[config.mk]
export PLATFORM = sky130hd
export DESIGN_NAME = spi_cmd_engine
export DESIGN_NICKNAME = d
export VERILOG_FILES = /design/src/rtl/spi_cmd_pkg.sv /design/src/rtl/spi_cmd_regs.sv /design/src/rtl/spi_cmd_shift.sv /design/src/rtl/spi_cmd_engine.sv
export SDC_FILE = /design/constraint.sdc
export NUM_CORES = 1
export LEC_CHECK = 0
export ABC_CLOCK_PERIOD_IN_PS = 3600
export BUFFER_PORTS_ARGS = -buffer_cell sky130_fd_sc_hd__buf_2
export CAP_MARGIN = 40
export CORE_UTILIZATION = 40
export DETAILED_ROUTE_END_ITERATION = 7
export GPL_TIMING_DRIVEN = 0
export PLACE_DENSITY_LB_ADDON = 0.08
export SLEW_MARGIN = 20
export SYNTH_ARGS = -nofsm -noshare
export SYNTH_HDL_FRONTEND = slang
export SYNTH_SLANG_ARGS = --single-unit
export TNS_END_PERCENT = 10
[constraint.sdc]
create_clock -name clk -period 3.6 [get_ports clk]
set_input_delay 0.18 -clock clk [delete_from_list [all_inputs] [get_ports clk]]
set_output_delay 0.18 -clock clk [all_outputs]
set_load 0.01 [all_outputs]
[src/rtl/spi_cmd_pkg.sv]
`timescale 1ns/1ps
package spi_cmd_pkg;
    localparam int DW = 8;
    localparam int AW = 5;

    localparam logic [AW-1:0] A_CMD   = 5'd0;
    localparam logic [AW-1:0] A_CNT   = 5'd1;
    localparam logic [AW-1:0] A_ISTAT = 5'd2;
    localparam logic [AW-1:0] A_IEN   = 5'd3;
    localparam logic [AW-1:0] A_TX0   = 5'd8;
    localparam logic [AW-1:0] A_RX0   = 5'd16;

    localparam int B_PROG = 2;
    localparam int B_WRSR = 5;
    localparam int B_IRQ  = 5;

    typedef enum logic {
        K_PROG = 1'b0,
        K_WRSR = 1'b1
    } kind_e;
endpackage

[src/rtl/spi_cmd_regs.sv]
`timescale 1ns/1ps
module spi_cmd_regs
    import spi_cmd_pkg::*;
#(
    parameter int NTX = 6,
    parameter int NRX = 10
) (
    input  logic              clk,
    input  logic              rst_n,
    input  logic              we,
    input  logic [AW-1:0]     addr,
    input  logic [DW-1:0]     wdata,
    output logic [DW-1:0]     rdata,
    input  logic              busy_i,
    input  kind_e             kind_i,
    input  logic              fin_i,
    input  kind_e             fin_kind_i,
    input  logic [NRX*8-1:0]  rx_i,
    output logic              start_o,
    output kind_e             start_kind_o,
    output logic [DW-1:0]     count_o,
    output logic [NTX*8-1:0]  tx_o,
    output logic              irq_o
);
    localparam int RXW = NRX * 8;

    typedef struct packed {
        logic [DW-1:0]         count;
        logic [NTX-1:0][7:0]   tx;
        logic                  stat;
        logic                  en;
    } regs_t;

    regs_t q, d;
    logic [7:0] rx_b [NRX];

    for (genvar g = 0; g < NRX; g++) begin : g_rx
        assign rx_b[g] = rx_i[8*g +: 8];
    end

    always_comb begin
        d            = q;
        start_o      = 1'b0;
        start_kind_o = K_PROG;
        if (we) begin
            if (addr == A_CMD && !busy_i) begin
                if (wdata[B_PROG]) begin
                    start_o      = 1'b1;
                    start_kind_o = K_PROG;
                end else if (wdata[B_WRSR]) begin
                    start_o      = 1'b1;
                    start_kind_o = K_WRSR;
                end
            end
            if (addr == A_CNT) d.count = wdata;
            if (addr == A_ISTAT && wdata[B_IRQ]) d.stat = 1'b0;
            if (addr == A_IEN) d.en = wdata[B_IRQ];
            for (int i = 0; i < NTX; i++) begin
                if (addr == AW'(A_TX0 + i)) d.tx[i] = wdata;
            end
        end
        if (fin_i && fin_kind_i == K_WRSR && q.en) d.stat = 1'b1;
    end

    always_comb begin
        rdata = '0;
        if (addr == A_CMD) begin
            rdata[B_PROG] = busy_i && (kind_i == K_PROG);
            rdata[B_WRSR] = busy_i && (kind_i == K_WRSR);
        end
        if (addr == A_CNT)   rdata = q.count;
        if (addr == A_ISTAT) rdata[B_IRQ] = q.stat;
        if (addr == A_IEN)   rdata[B_IRQ] = q.en;
        for (int i = 0; i < NTX; i++) begin
            if (addr == AW'(A_TX0 + i)) rdata = q.tx[i];
        end
        for (int j = 0; j < NRX; j++) begin
            if (addr == AW'(A_RX0 + j)) rdata = rx_b[j];
        end
    end

    always_ff @(posedge clk or negedge rst_n) begin
        if (!rst_n) begin
            q.count <= '0;
            q.tx    <= '0;
            q.stat  <= 1'b0;
            q.en    <= 1'b0;
        end else begin
            q <= d;
        end
    end

    assign count_o = q.count;
    assign tx_o    = q.tx;
    assign irq_o   = q.stat;


    irq_src_chk: assert property (@(posedge clk) disable iff (!rst_n)
        $rose(q.stat) |-> ($past(fin_i) && $past(q.en)));


    irq_hold_chk: assert property (@(posedge clk) disable iff (!rst_n)
        $fell(q.stat) |-> ($past(we) && $past(addr) == A_ISTAT));

    logic unused_rx;
    assign unused_rx = ^rx_i[RXW-1:0] & 1'b0;
endmodule

[src/rtl/spi_cmd_shift.sv]
`timescale 1ns/1ps
module spi_cmd_shift
    import spi_cmd_pkg::*;
#(
    parameter int NTX = 6,
    parameter int NRX = 10,
    parameter int CW  = 8
) (
    input  logic              clk,
    input  logic              rst_n,
    input  logic              start_i,
    input  kind_e             kind_i,
    input  logic [CW-1:0]     count_i,
    input  logic [NTX*8-1:0]  tx_i,
    input  logic              miso_i,
    output logic              busy_o,
    output kind_e             kind_o,
    output logic              fin_o,
    output kind_e             fin_kind_o,
    output logic [NRX*8-1:0]  rx_o,
    output logic              sclk_o,
    output logic              cs_n_o,
    output logic              mosi_o
);
    localparam int TXW = NTX * 8;
    localparam int RXW = NRX * 8;

    typedef struct packed {
        logic            busy;
        kind_e           kind;
        logic            sclk;
        logic            cs_n;
        logic [CW-1:0]   rem;
        logic [TXW-1:0]  sh;
        logic [RXW-1:0]  rx;
    } st_t;

    st_t q, d;
    logic fin;

    always_comb begin
        d          = q;
        fin        = 1'b0;
        fin_kind_o = q.kind;
        if (!q.busy) begin
            if (start_i) begin
                if (count_i == '0) begin
                    fin        = 1'b1;
                    fin_kind_o = kind_i;
                end else begin
                    d.busy = 1'b1;
                    d.kind = kind_i;
                    d.rem  = count_i;
                    d.sh   = tx_i;
                    d.rx   = '0;
                    d.sclk = 1'b0;
                    d.cs_n = 1'b0;
                end
            end
        end else if (!q.sclk) begin
            d.sclk = 1'b1;
            d.rx   = {q.rx[RXW-2:0], miso_i};
        end else begin
            d.sclk = 1'b0;
            d.rem  = q.rem - CW'(1);
            d.sh   = {q.sh[TXW-2:0], 1'b0};
            if (q.rem == CW'(1)) begin
                d.busy = 1'b0;
                d.cs_n = 1'b1;
                d.sh   = '0;
                fin    = 1'b1;
            end
        end
    end

    always_ff @(posedge clk or negedge rst_n) begin
        if (!rst_n) begin
            q.busy <= 1'b0;
            q.kind <= K_PROG;
            q.sclk <= 1'b0;
            q.cs_n <= 1'b1;
            q.rem  <= '0;
            q.sh   <= '0;
            q.rx   <= '0;
        end else begin
            q <= d;
        end
    end

    assign busy_o = q.busy;
    assign kind_o = q.kind;
    assign fin_o  = fin;
    assign rx_o   = q.rx;
    assign sclk_o = q.sclk;
    assign cs_n_o = q.cs_n;
    assign mosi_o = q.sh[TXW-1];


    sclk_needs_cs_chk: assert property (@(posedge clk) disable iff (!rst_n)
        sclk_o |-> !cs_n_o);


    phase_toggle_chk: assert property (@(posedge clk) disable iff (!rst_n)
        (q.busy && !q.sclk) |=> (q.busy && q.sclk));


    mosi_hold_chk: assert property (@(posedge clk) disable iff (!rst_n)
        (q.busy && !q.sclk) |=> $stable(mosi_o));


    kind_hold_chk: assert property (@(posedge clk) disable iff (!rst_n)
        (q.busy && !fin) |=> (q.busy && $stable(q.kind)));


    no_reload_chk: assert property (@(posedge clk) disable iff (!rst_n)
        (q.busy && q.sclk && !fin) |=> (q.rem == $past(q.rem) - CW'(1)));
endmodule

[src/rtl/spi_cmd_engine.sv]
`timescale 1ns/1ps
module spi_cmd_engine
    import spi_cmd_pkg::*;
#(
    parameter int NTX = 6,
    parameter int NRX = 10
) (
    input  logic          clk,
    input  logic          rst_n,
    input  logic          reg_we,
    input  logic [4:0]    reg_addr,
    input  logic [7:0]    reg_wdata,
    output logic [7:0]    reg_rdata,
    output logic          spi_sclk,
    output logic          spi_cs_n,
    output logic          spi_mosi,
    input  logic          spi_miso,
    output logic          irq
);
    localparam int TXW = NTX * 8;
    localparam int RXW = NRX * 8;

    logic            start;
    kind_e           start_kind;
    logic [DW-1:0]   count;
    logic [TXW-1:0]  tx;
    logic            busy;
    kind_e           kind;
    logic            fin;
    kind_e           fin_kind;
    logic [RXW-1:0]  rx;

    spi_cmd_regs #(.NTX(NTX), .NRX(NRX)) u_regs (
        .clk          (clk),
        .rst_n        (rst_n),
        .we           (reg_we),
        .addr         (reg_addr),
        .wdata        (reg_wdata),
        .rdata        (reg_rdata),
        .busy_i       (busy),
        .kind_i       (kind),
        .fin_i        (fin),
        .fin_kind_i   (fin_kind),
        .rx_i         (rx),
        .start_o      (start),
        .start_kind_o (start_kind),
        .count_o      (count),
        .tx_o         (tx),
        .irq_o        (irq)
    );

    spi_cmd_shift #(.NTX(NTX), .NRX(NRX), .CW(DW)) u_shift (
        .clk        (clk),
        .rst_n      (rst_n),
        .start_i    (start),
        .kind_i     (start_kind),
        .count_i    (count),
        .tx_i       (tx),
        .miso_i     (spi_miso),
        .busy_o     (busy),
        .kind_o     (kind),
        .fin_o      (fin),
        .fin_kind_o (fin_kind),
        .rx_o       (rx),
        .sclk_o     (spi_sclk),
        .cs_n_o     (spi_cs_n),
        .mosi_o     (spi_mosi)
    );
endmodule

==> impl_metrics.ini <==
[critical_path]
r2r.worst_path.cells = 6
required_time_of_the_critical_path_ns = 3.42
path_common_cell = sky130_fd_sc_hd__a211oi_1
critPathSlowestCell = sky130_fd_sc_hd__dfrtp_1
critical_path.startpoint_type = flip-flop
worst_ep_arrival_time_ns = 2.68
critPathCaptureType = output port
crit_path_max_fanout = 5
worstReg2RegStart = u_shift.q[131]$_DFFE_PN0P_
timing.setup.critical_path_class = flip-flop to output port
rrSetupSlack_ns = 1.24
timing.critical_path.slowest_cell_delay_ns = 0.49
r2r_end = u_shift.q[104]$_DFFE_PN0P_
crit_chain = or3b_1 > a2111oi_2 > a221o_1 > a211oi_1 > a211oi_1 > o32a_2 > buf_2

[placement]
placement_stage_worst_setup_slack_ns = 0.973
place.port_buffers = 27
globalplace.congestion = 0.980
place.detailed.hpwl_um = 23000

[grt]
globalRoute.busiestLayer = met2
global_route.usage.met3_pct = 4.95
grt_first_pass_wirelength_um = 48900
grt_use_met1_pct = 36.5
grt_usage_pct = 26.7
grt_max_degree = 74
met2_usage_pct = 42.7
grt_overflow_total = 0
grt_pass1_vias = 8030
antenna_violations_before_repair = 0

[power]
power-per-cell-area_nw_per_um2 = 563
power_frac_clock_pct = 31.8
total_leakage_power_nw = 4.59
comb_power_share_pct = 22.3
netSwitchingFraction_pct = 35.9
p_seq_share_pct = 45.9
ir_drop_mv = 0.306
p_int_mw = 3.96
overall_power_after_layout_mw = 6.17
total_switching_power_mw = 2.21

[timing]
post-route-worst-setup-slack_ns = 0.740
unrepaired_setup_endpoints_after_global_routing = false
timing.fmax_mhz = 350
tightestPinTransition_ns = 0.867
post-route-min-period_ns = 2.86
final_max_slew_viol_count = 0
hold_viol = 0
finClkSkew_ns = 0.0147
setup_viol = 0
sum_neg_setup_slack_ns = 0
slew_headroom_pct = 42.1
post_route_clock_period_utilization_pct = 79.4

[worst_hold_path]
hp-start = reg_wdata[0]
whs_path_depth = 2
timing.hold.worst_endpoint = u_regs.tx_o[40]$_DFFE_PN0P_
hold_path_class = primary input to flip-flop

[finish]
synthToLayoutAreaGrowth_pct = 12.6
layout.cells.most_common = sky130_fd_sc_hd__nand2_1
final_core_util_pct = 46.2
final_layout_fill_cell_count = 2375
most-common-layout-cells = sky130_fd_sc_hd__nand2_1, sky130_fd_sc_hd__dfrtp_1, sky130_fd_sc_hd__o21ai_0, sky130_fd_sc_hd__a22oi_1
num_antenna_cells = 0
fin_nets = 1099
drive_above_1_share_pct = 16.6

[routing]
dr.pass1.iters = 5
drt_iter0_drc = 845
drt-vias-per-instance = 5.79
routed-via-count = 8178
route.detailed.drc = 0
wire_per_inst_um = 22.2
drt-total-wl_um = 31300
antenna_left = 0

[clock_network]
clock_buffer_count_from_cts = 17
clockRootBuffer = sky130_fd_sc_hd__clkbuf_16
postCtsSetupBuffers = 0
clock-sinks = 198
cts.path.max_buffers = 2
ctsHtreeMaxLevel = 4
cts_tree = done
cts.reportedPaths.clkPinSlew_ns = 0.08
insertion_delay_ns = 0.45

[logic_synthesis]
yosys_most_used_dff = sky130_fd_sc_hd__dfrtp_1
ys_seq_elements = 198
synth.yosys.warnings = 0
post_synth.cell_area_avg_sq_um = 9.45
synthesis.instances = 1029
synth_edf_count = 0
synthDistinctLibCells = 67
synth_fp_nets = 1048
syn-cell-area_sq_um = 9730
async_set_reset_flop_share_out_of_synthesis_pct = 100
sequential_share_of_the_synthesized_area_pct = 51.0

[floorplanning]
chipWidth_um = 158
die_height_um = 158
die_outline_area_sq_um = 24900
rows = 56
core_area_sq_um = 23700
start_util_pct = 41.1
top_level_ports = 29

[flow_run]
max_cap_viol_count = 0

[status]
outcome = completed
worst max-delay path by stage:
| stage | start | endpoint | slack [ns] |
|---|---|---|---|
| global placement | rst_n | u_shift.rx_o[6]$_DFFE_PN0P_ | -1.12 |
| detailed placement | reg_addr[3] | reg_rdata[2] | 0.97 |
| finish | u_shift.busy_o$_DFF_PN0_ | reg_rdata[2] | 0.74 |
| CTS | u_shift.busy_o$_DFF_PN0_ | reg_rdata[2] | 0.79 |
| global route | u_shift.busy_o$_DFF_PN0_ | reg_rdata[2] | 0.61 |
| floorplan | reg_addr[1] | reg_rdata[0] | 1.75 |
power groups by stage:
stage	registers, mW	clock network [mW]	logic (mW)
floorplan	2.71	0	0.915
global placement	2.87	0	1.36
detailed placement	2.87	0	1.38
CTS	2.83	1.99	1.38
global route	2.87	2.07	1.54
finish	2.84	1.96	1.38
flip-flops by register name, indices dropped and copies added, names as in the netlist:
name and flops:
u_regs.tx_o 48, u_regs.q 1, u_shift.kind_o 1, u_shift.mosi_o 1, u_shift.rx_o 80, u_shift.busy_o 1
u_regs.irq_o 1, u_regs.count_o 8, u_shift.sclk_o 1, u_shift.cs_n_o 1, u_shift.q 55
synthesized netlist by cell type (8+ instances only):
cell                       count  share of area [%]
sky130_fd_sc_hd__a21oi_1      27                1.4
sky130_fd_sc_hd__a221oi_1     10               0.90
sky130_fd_sc_hd__a22oi_1      62                4.8
sky130_fd_sc_hd__a31oi_1       8               0.51
sky130_fd_sc_hd__buf_2        31                1.6
sky130_fd_sc_hd__clkbuf_1     28                1.1
sky130_fd_sc_hd__dfrtp_1     197                 51
sky130_fd_sc_hd__inv_1        14               0.54
sky130_fd_sc_hd__mux2_2       57                6.6
sky130_fd_sc_hd__mux2i_1       9               0.93
sky130_fd_sc_hd__nand2_1     248                9.6
sky130_fd_sc_hd__nand2b_1     10               0.64
sky130_fd_sc_hd__nand3_1      12               0.62
sky130_fd_sc_hd__nor2_1       31                1.2
sky130_fd_sc_hd__nor2b_1      14               0.90
sky130_fd_sc_hd__nor3_1        9               0.46
sky130_fd_sc_hd__o21ai_0     145                7.5
sky130_fd_sc_hd__o21ai_1      10               0.51
sky130_fd_sc_hd__o22ai_1       9               0.58
per-stage QoR:
| stage | instances | area [sq um] | hold slack (ns) |
|---|---|---|---|
| global placement | 1375 | 10300 | 0.446 |
| floorplan | 1029 | 9730 | -0.116 |
| global route | 1412 | 11000 | 0.163 |
| detailed placement | 1377 | 10300 | 0.160 |
| finish | 1412 | 11000 | 0.164 |
| CTS | 1411 | 10900 | 0.147 |
timing repair:
item / in CTS / in global routing
endpoints found under the hold margin: 63 / 0
hold buffers: 2 / 0
setup endpoints to repair: 0 / 0
gates resized for setup: 0 / 0
worst max-delay path, delay by kind of cell (launching register included):
family          cells  cell delay [ns]
buf+inv             1             0.13
simple gates        1             0.41
flops               1             0.49
compound gates      5             1.22
cell type report:
class                           instances  area [sq um]  share of cell area, %
Sequential cell                       198          4960                   45.2
Timing Repair Buffer                   32           231                   2.11
Clock buffer                           20           457                   4.17
Multi-Input combinational cell        748          4390                   40.0
Clock inverter                         12           139                   1.27
Buffer                                 69           333                   3.04
Inverter                               14          52.6                  0.480
Tap cell                              319           399                   3.64
layer usage:
layer | up-vias | routed length [um]
li1 | 3773 | -
met1 | 4110 | 14200
met2 | 245 | 14700
met3 | 50 | 1710
met4 | 0 | 684
met5 | - | 0
cell families (layout without fill, tap and decap cells):
logic type	Yosys count	after routing	synth area share, %
AND/OR/NAND/NOR	364	364	16.7
AO/OA/AOI/OAI	316	316	20.6
flip-flops	198	198	51.0
buffers and inverters	83	147	3.96
multiplexers	66	66	7.53
adder cells (fa/ha/maj)	2	2	0.257
Note: power is estimated with default switching activity, not from simulation.
